[src/rtl/scru_pkg.sv]
package scru_pkg;
  localparam int WORD_W = 32;
  localparam int CNT_W  = 8;
  localparam int ADDR_W = 4;

  // command word field positions
  localparam int SRC_HI = 31;
  localparam int TGT_HI = 27;
  localparam int CNT_HI = 23;

  typedef enum logic [3:0] {
    OP_OK   = 4'h1,
    OP_WAIT = 4'h2,
    OP_PART = 4'h3
  } reply_op_e;

  typedef enum logic [1:0] {
    ST_IDLE,
    ST_REQ,
    ST_REPLY,
    ST_DATA
  } ctrl_state_e;

  function automatic logic [WORD_W-1:0] make_reply(input logic [CNT_W-1:0] want,
                                                   input logic [CNT_W-1:0] got);
    logic [WORD_W-1:0] w;
    w = '0;
    if (got >= want)      w[WORD_W-1 -: 4] = OP_OK;
    else if (got == '0)   w[WORD_W-1 -: 4] = OP_WAIT;
    else begin
      w[WORD_W-1 -: 4] = OP_PART;
      w[CNT_W-1:0]     = got;
    end
    return w;
  endfunction
endpackage

[src/rtl/scru_rx.sv]
module scru_rx
  import scru_pkg::*;
#(
  parameter int SYNC_STAGES = 2
) (
  input  logic              clk,
  input  logic              rst,
  input  logic              bclk,
  input  logic              fs,
  input  logic              dat,
  input  logic              halt,
  output logic              word_vld,
  output logic              word_first,
  output logic [WORD_W-1:0] word_data
);
  localparam int CW = $clog2(WORD_W);

  logic [SYNC_STAGES-1:0] bclk_sr, fs_sr, dat_sr;
  logic bclk_d;

  generate
    if (SYNC_STAGES == 1) begin : g_one
      always_ff @(posedge clk) begin
        bclk_sr <= bclk;
        fs_sr   <= fs;
        dat_sr  <= dat;
      end
    end else begin : g_many
      always_ff @(posedge clk) begin
        bclk_sr <= {bclk_sr[SYNC_STAGES-2:0], bclk};
        fs_sr   <= {fs_sr[SYNC_STAGES-2:0], fs};
        dat_sr  <= {dat_sr[SYNC_STAGES-2:0], dat};
      end
    end
  endgenerate

  logic bclk_s, fs_s, dat_s, rise;
  assign bclk_s = bclk_sr[SYNC_STAGES-1];
  assign fs_s   = fs_sr[SYNC_STAGES-1];
  assign dat_s  = dat_sr[SYNC_STAGES-1];
  assign rise   = bclk_s & ~bclk_d;

  logic              active, first_pend;
  logic [CW-1:0]     cnt;
  logic [WORD_W-1:0] sr;

  always_ff @(posedge clk) begin
    if (rst) begin
      bclk_d     <= 1'b0;
      active     <= 1'b0;
      first_pend <= 1'b0;
      cnt        <= '0;
      sr         <= '0;
      word_vld   <= 1'b0;
      word_first <= 1'b0;
      word_data  <= '0;
    end else begin
      bclk_d   <= bclk_s;
      word_vld <= 1'b0;
      if (halt) begin
        active     <= 1'b0;
        first_pend <= 1'b0;
        cnt        <= '0;
      end else if (rise) begin
        if (fs_s) begin
          active     <= 1'b1;
          first_pend <= 1'b1;
          cnt        <= '0;
        end else if (active) begin
          sr <= {sr[WORD_W-2:0], dat_s};
          if (cnt == CW'(WORD_W-1)) begin
            word_vld   <= 1'b1;
            word_data  <= {sr[WORD_W-2:0], dat_s};
            word_first <= first_pend;
            first_pend <= 1'b0;
            cnt        <= '0;
          end else begin
            cnt <= cnt + 1'b1;
          end
        end
      end
    end
  end
endmodule

[src/rtl/scru_tx.sv]
module scru_tx
  import scru_pkg::*;
#(
  parameter int TX_DIV = 2
) (
  input  logic              clk,
  input  logic              rst,
  input  logic              start,
  input  logic [WORD_W-1:0] word,
  output logic              bclk,
  output logic              fs,
  output logic              dat,
  output logic              done
);
  localparam int DW = $clog2(TX_DIV) + 1;
  localparam int SW = $clog2(WORD_W + 2);

  logic [DW-1:0]     div;
  logic              tick, fall;
  logic              busy;
  logic [SW-1:0]     slot;
  logic [WORD_W-1:0] sh;

  assign tick = (div == DW'(TX_DIV-1));
  assign fall = tick & bclk;

  always_ff @(posedge clk) begin
    if (rst) begin
      div  <= '0;
      bclk <= 1'b0;
      fs   <= 1'b0;
      dat  <= 1'b0;
      done <= 1'b0;
      busy <= 1'b0;
      slot <= '0;
      sh   <= '0;
    end else begin
      done <= 1'b0;
      div  <= tick ? '0 : div + 1'b1;
      if (tick) bclk <= ~bclk;
      if (!busy) begin
        if (start) begin
          busy <= 1'b1;
          sh   <= word;
          slot <= '0;
        end
      end else if (fall) begin
        if (slot == '0) begin
          fs   <= 1'b1;
          slot <= slot + 1'b1;
        end else if (slot <= SW'(WORD_W)) begin
          fs   <= 1'b0;
          dat  <= sh[WORD_W-1];
          sh   <= {sh[WORD_W-2:0], 1'b0};
          slot <= slot + 1'b1;
        end else begin
          dat  <= 1'b0;
          busy <= 1'b0;
          done <= 1'b1;
        end
      end
    end
  end
endmodule

[src/rtl/scru_ctrl.sv]
module scru_ctrl
  import scru_pkg::*;
#(
  parameter int FSEL_W = 2
) (
  input  logic              clk,
  input  logic              rst,
  input  logic              word_vld,
  input  logic              word_first,
  input  logic [WORD_W-1:0] word_data,
  input  logic              alloc_gnt,
  input  logic [CNT_W-1:0]  gnt_cnt,
  input  logic [FSEL_W-1:0] gnt_fifo,
  input  logic              tx_done,
  output logic              halt,
  output logic              alloc_req,
  output logic [ADDR_W-1:0] alloc_src,
  output logic [CNT_W-1:0]  alloc_cnt,
  output logic              tx_start,
  output logic [WORD_W-1:0] tx_word,
  output logic              fifo_wr,
  output logic [FSEL_W-1:0] fifo_sel,
  output logic [ADDR_W-1:0] fifo_tgt,
  output logic [WORD_W-1:0] fifo_data
);
  ctrl_state_e      state;
  logic [CNT_W-1:0] left;

  assign halt = (state == ST_REQ) || (state == ST_REPLY);

  always_ff @(posedge clk) begin
    if (rst) begin
      state     <= ST_IDLE;
      left      <= '0;
      alloc_req <= 1'b0;
      alloc_src <= '0;
      alloc_cnt <= '0;
      tx_start  <= 1'b0;
      tx_word   <= '0;
      fifo_wr   <= 1'b0;
      fifo_sel  <= '0;
      fifo_tgt  <= '0;
      fifo_data <= '0;
    end else begin
      tx_start <= 1'b0;
      fifo_wr  <= 1'b0;
      unique case (state)
        ST_IDLE: begin
          if (word_vld && word_first) begin
            alloc_src <= word_data[SRC_HI -: ADDR_W];
            fifo_tgt  <= word_data[TGT_HI -: ADDR_W];
            alloc_cnt <= word_data[CNT_HI -: CNT_W];
            alloc_req <= 1'b1;
            state     <= ST_REQ;
          end
        end
        ST_REQ: begin
          if (alloc_gnt) begin
            alloc_req <= 1'b0;
            left      <= (gnt_cnt >= alloc_cnt) ? alloc_cnt : gnt_cnt;
            fifo_sel  <= gnt_fifo;
            tx_word   <= make_reply(alloc_cnt, gnt_cnt);
            tx_start  <= 1'b1;
            state     <= ST_REPLY;
          end
        end
        ST_REPLY: begin
          if (tx_done) state <= (left == '0) ? ST_IDLE : ST_DATA;
        end
        ST_DATA: begin
          if (word_vld) begin
            fifo_wr   <= 1'b1;
            fifo_data <= word_data;
            left      <= left - 1'b1;
            if (left == CNT_W'(1)) state <= ST_IDLE;
          end
        end
        default: state <= ST_IDLE;
      endcase
    end
  end
endmodule

[src/rtl/serial_cmd_rx_unit.sv]
module serial_cmd_rx_unit
  import scru_pkg::*;
#(
  parameter int NUM_FIFOS   = 4,
  parameter int TX_DIV      = 2,
  parameter int SYNC_STAGES = 2,
  localparam int FSEL_W     = (NUM_FIFOS > 1) ? $clog2(NUM_FIFOS) : 1
) (
  input  logic              clk,
  input  logic              rst,
  input  logic              rx_bclk,
  input  logic              rx_fs,
  input  logic              rx_dat,
  output logic              tx_bclk,
  output logic              tx_fs,
  output logic              tx_dat,
  output logic              alloc_req,
  output logic [3:0]        alloc_src,
  output logic [7:0]        alloc_cnt,
  input  logic              alloc_gnt,
  input  logic [7:0]        alloc_gnt_cnt,
  input  logic [FSEL_W-1:0] alloc_gnt_fifo,
  output logic              fifo_wr,
  output logic [FSEL_W-1:0] fifo_sel,
  output logic [3:0]        fifo_tgt,
  output logic [31:0]       fifo_data
);
  logic              w_vld, w_first, halt, tx_start, tx_done;
  logic [WORD_W-1:0] w_data, tx_word;

  scru_rx #(.SYNC_STAGES(SYNC_STAGES)) u_rx (
    .clk(clk), .rst(rst), .bclk(rx_bclk), .fs(rx_fs), .dat(rx_dat),
    .halt(halt), .word_vld(w_vld), .word_first(w_first), .word_data(w_data)
  );

  scru_ctrl #(.FSEL_W(FSEL_W)) u_ctrl (
    .clk(clk), .rst(rst), .word_vld(w_vld), .word_first(w_first),
    .word_data(w_data), .alloc_gnt(alloc_gnt), .gnt_cnt(alloc_gnt_cnt),
    .gnt_fifo(alloc_gnt_fifo), .tx_done(tx_done), .halt(halt),
    .alloc_req(alloc_req), .alloc_src(alloc_src), .alloc_cnt(alloc_cnt),
    .tx_start(tx_start), .tx_word(tx_word), .fifo_wr(fifo_wr),
    .fifo_sel(fifo_sel), .fifo_tgt(fifo_tgt), .fifo_data(fifo_data)
  );

  scru_tx #(.TX_DIV(TX_DIV)) u_tx (
    .clk(clk), .rst(rst), .start(tx_start), .word(tx_word),
    .bclk(tx_bclk), .fs(tx_fs), .dat(tx_dat), .done(tx_done)
  );
endmodule

[config.mk]
export PLATFORM = sky130hd
export DESIGN_NAME = serial_cmd_rx_unit
export DESIGN_NICKNAME = d
export VERILOG_FILES = /design/src/rtl/scru_pkg.sv /design/src/rtl/scru_rx.sv /design/src/rtl/scru_tx.sv /design/src/rtl/scru_ctrl.sv /design/src/rtl/serial_cmd_rx_unit.sv
export SDC_FILE = /design/constraint.sdc
export NUM_CORES = 1
export LEC_CHECK = 0
export ABC_AREA = 1
export BUFFER_PORTS_ARGS = -buffer_cell sky130_fd_sc_hd__buf_2
export CORE_UTILIZATION = 50
export CTS_BUF_LIST = sky130_fd_sc_hd__clkbuf_4 sky130_fd_sc_hd__clkbuf_8
export DETAILED_ROUTE_END_ITERATION = 7
export PLACE_DENSITY = 0.69
export SLEW_MARGIN = 15
export SYNTH_ARGS = -nofsm -noshare
export SYNTH_HDL_FRONTEND = slang
export SYNTH_SLANG_ARGS = --single-unit
[constraint.sdc]
create_clock -name clk -period 5.25 [get_ports clk]
set_clock_uncertainty 0.05 [all_clocks]
set_input_delay 0.525 -clock clk [delete_from_list [all_inputs] [get_ports clk]]
set_output_delay 0.525 -clock clk [all_outputs]
set_load 0.05 [all_outputs]
== Word level (Yosys, flattened, before mapping) ==
Index checks and enable logic that the tools add are counted.
Storage, ports and cells
  logic and storage cells: 143
  flip-flop bits (word level): 199
  memories kept: 0
  latch bits: 0
  output and inout bits: 55
  bits in read-only memories: 0
  bits in writable memories: 0
Cells by class
  muxes and demuxes: 46
  multiply operators: 0
  divide/modulo/power cells: 0
  shifts and indexed selects: 0
  $add $sub $neg: 4
  magnitude comparators: 2
  reduce and logical (&&, ||, !) cells: 33
  equality and inequality tests: 15
  bitwise logic cells: 13
Operator list (number)
  $mux 32: 5
  $mux 8: 5
  $mux 6: 5
  $mux 1: 18
  $reduce_and 3->1: 6
  $logic_not 8->1: 2
  $pmux 8 s2: 1
  $mux 5: 3
  $mux 2: 6
  $reduce_bool 2->1: 6
  $not 1->1: 11
  $reduce_and 2->1: 5
  $reduce_and 5->1: 2
  $eq 8x1->1 const B: 1
  $ge 8x8->1: 1
  $ne 2x1->1 const B: 4
  $ne 2x2->1 const B: 4
  $pmux 2 s4: 1
  $reduce_and 4->1: 2
  $reduce_or 2->1: 4
  $sub 8x1->8 const B: 1
  $add 6x1->6 const B: 1
  $le 6x6->1 const B: 1
  $logic_not 6->1: 1
  14 further kinds: 17

== Logic depth before layout (Yosys ltp) ==
Gate-level depths: netlist (run 1).
  word-level depth: 5
  depth in mapped cells: 14
  gate-level depth less buffers: 13

== Hierarchy ==
A second synthesis (run 1) with hierarchy kept.
Second synthesis, totals
  cells, all modules: 1211
  area total of the unflattened synthesis: 8988.6 sq um
By module, submodules not included
  scru_ctrl: area an instance 3388.2 sq um, cells each 455, times used 1
  scru_rx: area an instance 3057.9 sq um, cells each 389, times used 1
  scru_tx: area an instance 2542.4 sq um, cells each 367, times used 1

== Least setup slack after synthesis (run 1) ==
No wires, ideal clock.
  path kind: flip-flop to flip-flop
  start point: reg u_ctrl.alloc_cnt[7]
  end point: reg u_ctrl.tx_word[28]
  path slack: 3.061 ns
  cell stages (with the launch flop): 11
  data arrival time: 2.023 ns
  data required time: 5.084 ns
  buffers on the path: 1
  clock period less this slack: 2.189 ns
  path through: dfxtp_1 > inv_1 > ha_1 > a21o_1 > nor2_2 > nand2_2 > buf_2 > nor2_1 > nand3_1 > o211ai_1 > inv_1
Between the ends
  longest elaborated chain between the ends: 2
Ends and longest elaborated chain
  from (decl): line scru_ctrl.sv:18  | output logic [CNT_W-1:0] alloc_cnt,
  from (signal assigned): line scru_ctrl.sv:52  | alloc_cnt <= word_data[CNT_HI -: CNT_W];
  $ge 8x8->1: line scru_pkg.sv:28  | if (got >= want) w[WORD_W-1 -: 4] = OP_OK;
  $mux 4: line scru_pkg.sv:28
  to (signal assigned): line scru_ctrl.sv:62  | tx_word <= make_reply(alloc_cnt, gnt_cnt);
  to (decl): line scru_ctrl.sv:20  | output logic [WORD_W-1:0] tx_word,
No other way between the ends.
A chain may end at the register's enable or synchronous reset.

== Worst setup path in the final report (run 1) ==
  start point: reg u_ctrl.state[0]
  end point: reg u_rx.word_data[3]
Between the ends
  longest elaborated chain between the ends: 4
  elaborated cells on any way between the ends: 5
  those cells by class: 2 x eq/ne; 1 x bitwise; 2 x reduce/logical
Ends and longest elaborated chain
  from (decl): line scru_ctrl.sv:26  | ctrl_state_e state;
  from (signal assigned): line scru_ctrl.sv:68  | if (tx_done) state <= (left == '0) ? ST_IDLE : ST_DATA;
  $eq 2x1->1 or $eq 2x2->1 (tied branches): line scru_ctrl.sv:29  | assign halt = (state == ST_REQ) || (state == ST_REPLY);
  $logic_or 1x1->1 (*): line scru_ctrl.sv:29
  $not 1->1 (no source line) (*)
  $reduce_and 5->1 (no source line) (*)
  to (signal assigned): line scru_rx.sv:73  | word_data <= {sr[WORD_W-2:0], dat_s};
  to (decl): line scru_rx.sv:14  | output logic [WORD_W-1:0] word_data
Every way passes the cells marked *; elsewhere a longest branch is shown, timed or not.

==> results.json, run 1 <==
{
  "status": "finished, violations left",
  "violations": "design-rule violations",
  "syn_area_per_cell_sq_um": 7.957,
  "port_buffers": 70,
  "grt.overflow.total": 0,
  "synth_cells": 952,
  "hold_class": "input port to register",
  "nets": 1032,
  "hold_ws_ns": 0.1064,
  "finalCritPeriodShare_pct": 51.82,
  "required_ns": 5.53,
  "hold_violations": 0,
  "timing.rr.start": "u_ctrl.state[0]",
  "holdBufCountCts": 0,
  "rsz0062_at_grt": "false",
  "drt_first_pass_iters": 7,
  "cp.buffers_inverters": 4,
  "crit_fanout": 41,
  "critPathLaunchType": "register",
  "yosys_warnings": 0,
  "grt_pass1_vias": 5670,
  "die_h_um": 125.1,
  "routedWlPerCell_um": 13.33,
  "maxSlewHeadroom_pct": 32.00,
  "p_total_mw": 2.544,
  "clk_pin_slew_ns": 0.10,
  "cts-root-buf": "clkbuf_8",
  "rows": 44,
  "async_flop_share_pct": 0,
  "track_usage_pct": 21.33,
  "cts.path.max_buffers": 2,
  "diodes": 0,
  "seq_area_frac_synth_pct": 52.06,
  "max_cap_violations": 0,
  "areaGrowthSynthToFinish_pct": 10.26,
  "arrival_ns": 3.00,
  "postCtsSetupBuffers": 0,
  "ant_nets": 0,
  "syn_area_sq_mm": 0.007575,
  "core_area_sq_mm": 0.01464,
  "ys.flop_type": "dfxtp_1",
  "htree_levels": 4,
  "power_density_mw_per_mm2": 304.6,
  "syn-num-nets": 987,
  "cp_top_family": "buffers and inverters",
  "ys_types": 37,
  "end_kind": "register",
  "finalWorstPathRequiredPeriod_ns": 2.720,
  "cp_common_cell": "inv_2",
  "drcViolationCount": 2,
  "vdd_drop_max_uv": 337.3,
  "grt_pass1_wl_mm": 27.19,
  "dp_hpwl_mm": 10.81,
  "tightest_slew_ns": 1.020,
  "drv_slew": 0,
  "start_util_pct": 51.73,
  "cts_tree": "yes",
  "numCtsBuffers": 17,
  "total_leakage_power_nw": 3.362,
  "viasPerCell": 5.149,
  "place.gp.congestion": 0.8219,
  "clock.fmax_ghz": 0.3676,
  "cp_slowest_cell": "dfxtp_1",
  "io_pins": 71,
  "critPathKind": "register to register",
  "crit_chain": "inv_1 > ha_1 > nor3_4 > buf_4 > inv_2 > nor2_8 > inv_2 > o21ai_0 > a21oi_1",
  "grt_antenna_before_repair": 0,
  "layout-drive-gt1-share_pct": 12.67,
  "synth_edf_count": 0,
  "vias": 6148,
  "die_w_um": 125.1,
  "clock_sinks": 197,
  "cpPeakStageDelay_ns": 0.42,
  "drt_iter0_markers": 410,
  "clk_latency_ns": 0.47,
  "synth.ff_latch_count": 197,
  "min_from": "rx_dat",
  "finalSetupTns_ns": 0,
  "crit_start": "u_ctrl.state[0]",
  "grt_max_degree": 74,
  "cts.repair.resized": 0,
  "wl_mm": 15.92,
  "dieArea_sq_mm": 0.01565,
  "setup_viol": 0
}
[where the power goes]
| part | total, mW | switching (mW) | leakage [nW] | internal (mW) |
|---|---|---|---|---|
| registers | 1.52 | 0.00807 | 1.59 | 1.51 |
| logic | 0.0905 | 0.0633 | 1.58 | 0.0272 |
| clock network | 0.938 | 0.538 | 0.192 | 0.400 |
| total | 2.54 | 0.610 | 3.36 | 1.93 |
[cells by family (layout without fill, tap and decap cells)]
logic type / Yosys count / in the layout / share of synthesized area [%]
simple gates: 303 / 303 / 17.16
buf+inv: 144 / 202 / 7.615
fa+ha+maj: 19 / 19 / 3.138
compound gates: 288 / 288 / 19.90
xor+xnor: 1 / 1 / 0.1156
flops: 197 / 197 / 52.06
[registers in the layout, summed over array words and instances, names as in the netlist, 2 cells and up]
register / cells
u_tx.slot: 6
u_tx.sh: 32
u_ctrl.tx_word: 10
u_ctrl.alloc_src: 4
u_ctrl.fifo_tgt: 4
u_ctrl.state: 2
u_rx.bclk_sr: 2
u_ctrl.fifo_data: 32
u_rx.cnt: 5
u_rx.dat_sr: 2
u_rx.fs_sr: 2
u_tx.div: 2
u_ctrl.fifo_sel: 2
u_rx.word_data: 32
u_ctrl.left: 8
u_ctrl.alloc_cnt: 8
u_rx.sr: 31
[synth_stat cells (4+ instances only)]
master    number  share of area, %
o21ai_0      115               7.6
buf_2         11              0.73
a21oi_1      127               8.4
a211oi_1      11               1.1
buf_1          5              0.25
o31ai_1        4              0.40
inv_1         90               4.5
clkbuf_1      30               1.5
nor2_1        94               4.7
inv_2          4              0.20
nand2_1      135               6.7
ha_1          19               3.1
nand3_1       41               2.7
dfxtp_1      197                52
nor3_1        12              0.79
o21ai_1       22               1.5
[worst paths after layout]
| check | to | slack [ns] | cells past startpoint |
|---|---|---|---|
| worst min register to register | u_rx.fs_sr[1] | 0.28 | 0 |
| worst min-delay path | u_rx.dat_sr[0] | 0.11 | 1 |
| worst max register to register | u_rx.word_data[3] | 2.53 | 9 |
| worst max-delay path | u_rx.word_data[3] | 2.53 | 9 |
[routing by layer]
metal | global-route usage [%] | share of wire (%) | vias to the layer above
li1 | - | - | 3245
met1 | 27.21 | 47 | 2805
met2 | 36.18 | 49 | 86
met3 | 4.493 | 3.0 | 12
met4 | 6.528 | 1.2 | 0
met5 | 0 | 0 | -
[per-stage QoR]
step	cells	util, %	area, sq um	setup WS, ns
6_report	1194	57.03	8352	2.530
5_1_grt	1194	57.03	8352	2.222
4_1_cts	1194	57.03	8352	2.520
3_5_place_dp	1162	54.47	7976	2.419
3_3_place_gp	1162	54.47	7976	2.463
2_1_floorplan	952	-	7575	3.061
[cells in the final DEF (no fill, tap or decap), types with 2 or more instances in the layout]
master / n
a211oi_1: 11
a21oi_1: 127
a31oi_1: 2
buf_2: 70
buf_4: 6
clkbuf_8: 18
clkinv_2: 4
clkinvlp_4: 2
dfxtp_1: 197
ha_1: 19
inv_1: 89
inv_2: 5
inv_6: 4
nand2_1: 135
nand2_2: 3
nand3_1: 41
nand4_1: 3
nor2_1: 94
nor2_2: 3
nor2_4: 3
nor3_1: 12
nor4_1: 2
o211ai_1: 2
o21ai_0: 115
o21ai_1: 22
o31ai_1: 4
or2_2: 2
[final cells by class]
cell class | count | area (sq um)
clock inverter | 13 | 120.1
clock buffer | 19 | 255.2
multi-input combinational | 611 | 3054
sequential | 197 | 3944
tap | 184 | 230.2
fill | 1393 | 6292
inverter | 94 | 352.8
timing repair buffer | 76 | 395.4
Note: power is estimated with default switching activity, not from simulation.
==> run 2, diff against run 1 <==
Clock period 5.25 ns to 2.63 ns, I/O delays scaled along.
==> run 2 against run 1 <==
  * The flow still finishes with violations (design-rule violations)
  * Final area up 1.4%
  * Highest routed layer unchanged
  * Largest power group unchanged
  * Sequential cell count stayed put
  * Via count increased by 0.89%
  * Clock-buffer cell count stayed put
  * Die area stayed put
==> results.json, run 2 (synthesis results as in run 1) <==
{
  "reg2reg_slack_ns": 0.55,
  "port_buffers": 70,
  "final_util_pct": 57.85,
  "cp.buffers_inverters": 2,
  "die_w_um": 125.1,
  "core_area_sq_mm": 0.01464,
  "arrival_ns": 2.38,
  "reg_top3": "u_ctrl.fifo_data (32), u_rx.word_data (32), u_tx.sh (32)",
  "combPwrFrac_pct": 3.8,
  "status": "finished, violations left",
  "violations": "design-rule violations",
  "clock_sinks": 197,
  "grt_pass1_wl_mm": 26.92,
  "reg2reg_to": "u_rx.word_data[3]",
  "clk_pin_slew_ns": 0.10,
  "vias": 6203,
  "hold_ws_ns": 0.03595,
  "p_total_mw": 5.138,
  "hold_class": "input port to register",
  "final_common_cell": "dfxtp_1",
  "drt_first_pass_iters": 7,
  "critPathLaunchType": "register",
  "finalNonFillerCells": 1207,
  "p_seq_share_pct": 58.9,
  "diodes": 0,
  "ff2ff_path_depth": 9,
  "end_kind": "register",
  "finalCritPeriodShare_pct": 78.95,
  "grt_util_met1_pct": 26.02,
  "grt.overflow.total": 0,
  "maxSlewHeadroom_pct": 55.62,
  "cp_top_family": "adder cells",
  "finalWorstPathRequiredPeriod_ns": 2.076,
  "ant_nets": 0,
  "numCtsBuffers": 17,
  "whs_endpoint": "u_ctrl.tx_word[5]",
  "cp_slowest_cell": "dfxtp_1",
  "gr-max-usage-layer": "met2",
  "track_usage_pct": 21.44,
  "wl_mm": 16.00,
  "setup_viol": 0,
  "viasPerCell": 5.139,
  "drv_slew": 0,
  "required_ns": 2.93,
  "placed_cells": 1170,
  "power_density_mw_per_mm2": 606.4,
  "cts.path.max_buffers": 2,
  "clk_latency_ns": 0.48,
  "sw_frac_of_total_pct": 24.59,
  "critPathKind": "register to register",
  "tightest_slew_ns": 0.6647,
  "worstHoldPathCells": 3,
  "total_leakage_power_nw": 3.423,
  "io_pins": 71,
  "use_met3_pct": 6.247,
  "start_util_pct": 51.73,
  "cts_tree": "yes",
  "postCtsSetupBuffers": 0,
  "grtUsageMet2_pct": 37.00,
  "p_int_mw": 3.874,
  "grt_pass1_vias": 5621,
  "routedWlPerCell_um": 13.26,
  "clock.fmax_ghz": 0.4816,
  "layout-drive-gt1-share_pct": 13.29,
  "drt_iter0_markers": 384,
  "cpPeakStageDelay_ns": 0.38,
  "crit_fanout": 41,
  "grt_max_degree": 42,
  "cp_common_cell": "ha_1",
  "die_h_um": 125.1,
  "grt_antenna_before_repair": 0,
  "p_sw_mw": 1.263,
  "vdd_drop_max_uv": 458.9,
  "final_cell_mix": "dfxtp_1 (197), nand2_1 (135), a21oi_1 (127)",
  "areaGrowthSynthToFinish_pct": 11.84,
  "dieArea_sq_mm": 0.01565,
  "holdBufCountCts": 5,
  "timing.rr.start": "u_rx.cnt[0]",
  "hold_violations": 0,
  "htree_levels": 4,
  "min_from": "alloc_gnt_cnt[5]",
  "drcViolationCount": 2,
  "clockPowerShare_pct": 37.4,
  "cts-root-buf": "clkbuf_8",
  "cts.repair.resized": 0,
  "finalSetupTns_ns": 0,
  "place.gp.congestion": 0.8572,
  "crit_chain": "ha_1 > nand2_1 > nor2_1 > ha_1 > inv_1 > nor2_8 > inv_2 > o21ai_0 > a21oi_1",
  "rsz0062_at_grt": "false",
  "rows": 44,
  "nets": 1045,
  "dp_hpwl_mm": 10.95,
  "max_cap_violations": 0
}
==> run 2: cell types whose count changed in the layout (fill, tap and decap cells not counted) <==
cell	before	now
inv_8	1	3
inv_6	4	5
clkbuf_8	18	17
clkinv_2	4	1
clkbuf_4	1	2
dlygate4sd3_1	0	5
buf_4	6	14
==> run 2: tightest hold or removal path: stages <==
cell and delay [ns]:
buf_2 0.12, inv_1 0.07, o31ai_1 0.07
==> run 2: power by group through the flow <==
stage / clock network, mW / registers, mW / logic [mW]
finish: 1.92 / 3.02 / 0.193
global route: 2.10 / 3.03 / 0.221
CTS: 1.96 / 3.02 / 0.194
detailed placement: 0 / 3.09 / 0.188
global placement: 0 / 3.09 / 0.186
floorplan: 0 / 3.10 / 0.125
==> run 2: routing by layer <==
layer / wire length, um / up-vias
met5: 0 / -
met1: 7374 / 2827
met2: 7953 / 97
met3: 517 / 13
li1: - / 3266
met4: 155 / 0
==> run 2: worst max-delay path by stage <==
| stage | slack, ns | cells after the start | to | from |
|---|---|---|---|---|
| global placement | 0.62 | 8 | u_ctrl.left[3] | u_ctrl.state[0] |
| floorplan | 0.44 | 10 | u_ctrl.tx_word[28] | u_ctrl.alloc_cnt[7] |
| finish | 0.55 | 9 | u_rx.word_data[3] | u_rx.cnt[0] |
| CTS | 0.56 | 9 | u_rx.word_data[3] | u_rx.cnt[0] |
| detailed placement | 0.58 | 9 | u_rx.word_data[3] | u_rx.cnt[0] |
| global route | 0.27 | 9 | u_rx.word_data[3] | u_rx.cnt[0] |
==> run 2: layout make-up <==
cell class | count | area [sq um]
Fill cell | 1394 | 6172
Sequential cell | 197 | 3944
Multi-Input combinational cell | 611 | 3054
Timing Repair Buffer | 89 | 505.5
Inverter | 94 | 352.8
Clock buffer | 19 | 249.0
Tap cell | 184 | 230.2
Clock inverter | 13 | 136.4
==> run 2: stage by stage <==
stage	cell area [sq um]	setup WS (ns)
2_1_floorplan	7575	0.4407
3_3_place_gp	8036	0.6163
3_5_place_dp	8036	0.5783
4_1_cts	8472	0.5630
5_1_grt	8472	0.2677
6_report	8472	0.5537
==> run 3, diff against run 2 <==
Clock period 2.63 ns to 2 ns, I/O delays scaled along.
==> run 3 against run 2 <==
  * Die area did not move
  * Sequential power rose by 32%
  * Non-clock buffer count rose by 11
  * The run still ends with design-rule violations left
  * Maximum frequency rose by 12%
  * Sequential cell count did not move
  * Wire length rose by 3.0%
  * Critical path type unchanged
  * Global-route usage rose by 0.34 points
==> results.json, run 3 (synthesis results as in run 1) <==
{
  "status": "finished, violations left",
  "violations": "design-rule violations",
  "die_h_um": 125.1,
  "crit_chain": "inv_1 > ha_1 > a21o_1 > nor2_2 > nand2_4 > nor2_1 > nand3_1 > o211ai_1 > inv_1",
  "place.gp.congestion": 0.8256,
  "drt_iter0_markers": 499,
  "viasPerCell": 5.146,
  "reg_top3": "u_ctrl.fifo_data (32), u_rx.word_data (32), u_tx.sh (32)",
  "grt_max_degree": 90,
  "htree_levels": 4,
  "nets": 1056,
  "io_pins": 71,
  "nFillCells": 1376,
  "start_util_pct": 51.73,
  "total_leakage_power_nw": 3.511,
  "cpPeakStageDelay_ns": 0.37,
  "setup_viol": 0,
  "final_cell_mix": "dfxtp_1 (188), nand2_1 (134), a21oi_1 (127)",
  "wl_mm": 16.48,
  "cts-root-buf": "clkbuf_8",
  "numCtsBuffers": 17,
  "cts_tree": "yes",
  "hold_ws_ns": 0.04590,
  "grt_pass1_wl_mm": 27.52,
  "p_total_mw": 6.934,
  "grt_antenna_before_repair": 0,
  "maxSlewHeadroom_pct": 68.59,
  "crit_fanout": 17,
  "tightest_slew_ns": 0.4707,
  "clock_sinks": 197,
  "vias": 6268,
  "rsz0062_at_grt": "true",
  "hold_violations": 0,
  "clk_latency_ns": 0.48,
  "end_kind": "register",
  "routedWlPerCell_um": 13.53,
  "vdd_drop_max_uv": 565.1,
  "track_usage_pct": 21.79,
  "clock.fmax_ghz": 0.5400,
  "diodes": 0,
  "clk_pin_slew_ns": 0.10,
  "drcViolationCount": 2,
  "arrival_ns": 2.18,
  "ant_nets": 0,
  "port_buffers": 70,
  "critPathKind": "register to register",
  "cts.path.max_buffers": 2,
  "seqCellArea_sq_mm": 0.003958,
  "drv_slew": 0,
  "rows": 44,
  "hold_class": "input port to register",
  "areaGrowthSynthToFinish_pct": 14.29,
  "grt_pass1_vias": 5752,
  "critPathLaunchType": "register",
  "dieArea_sq_mm": 0.01565,
  "grt.overflow.total": 0,
  "setup_ws_ns": 0.1483,
  "finalWorstPathRequiredPeriod_ns": 1.852,
  "layout-drive-gt1-share_pct": 14.80,
  "dp_hpwl_mm": 11.16,
  "multi_input_area_sq_mm": 0.003062,
  "cp_slowest_cell": "dfxtp_4",
  "final_common_cell": "dfxtp_1",
  "finalSetupTns_ns": 0,
  "drt_first_pass_iters": 8,
  "die_w_um": 125.1,
  "required_ns": 2.33,
  "cp_common_cell": "inv_1",
  "max_cap_violations": 0,
  "core_area_sq_mm": 0.01464,
  "finalCritPeriodShare_pct": 92.59,
  "preCtsSetupSlack_ns": 0.1115,
  "power_density_mw_per_mm2": 801.0
}
-- run 3: worst max-delay path, delay by kind of cell (launching register included) --
kind	cells	cell delay, ns
buffers and inverters	2	0.10
DFF	1	0.37
and+or+nand+nor	4	0.67
adders and majority gates	1	0.30
AOI/OAI and AO/OA	2	0.28
-- run 3: final cells by class --
class	count	share of cell area, %
Sequential cell	197	45.71
Multi-Input combinational cell	611	35.37
Timing Repair Buffer	100	7.342
Inverter	94	4.076
Clock buffer	18	2.789
Tap cell	184	2.659
Clock inverter	14	2.052
-- run 3: final timing paths --
| kind | start | to | slack, ns | cells past startpoint |
|---|---|---|---|---|
| hold / removal | alloc_gnt_cnt[7] | u_ctrl.tx_word[7] | 0.05 | 3 |
| setup reg to reg | u_ctrl.alloc_cnt[7] | u_ctrl.tx_word[28] | 0.15 | 9 |
| setup / recovery | u_ctrl.alloc_cnt[7] | u_ctrl.tx_word[28] | 0.15 | 9 |
| hold reg to reg | u_rx.dat_sr[0] | u_rx.dat_sr[1] | 0.29 | 0 |
-- run 3: timing repair --
item	4_1_cts	5_1_grt
gates resized for setup	0	3
hold endpoints to repair	9	0
endpoints found under the setup margin	0	16
setup buffers	0	0
hold buffers	9	0
-- run 3: where the power goes --
group	total, mW	internal, mW	switching (mW)	leakage, nW
combinational	0.262	0.0888	0.173	1.70
sequential	3.98	3.96	0.0212	1.60
clock	2.70	1.18	1.51	0.214
total	6.93	5.23	1.71	3.51
-- run 3: routing by layer --
metal  wire [um]  track usage, %  vias to the layer above
met5           0               0                        -
met1        7923           28.37                     2874
met3         479           4.536                       21
met4         306           8.537                        0
met2        7775           35.46                       92
li1            -               -                     3281
-- run 3: per-stage QoR --
stage / std cells / area, sq um / util [%]
final: 1218 / 8657 / 59.12
after floorplan: 952 / 7587 / -
after global routing: 1218 / 8657 / 59.12
after detailed placement: 1177 / 8139 / 55.58
after global placement: 1177 / 8139 / 55.58
after CTS: 1218 / 8648 / 59.06
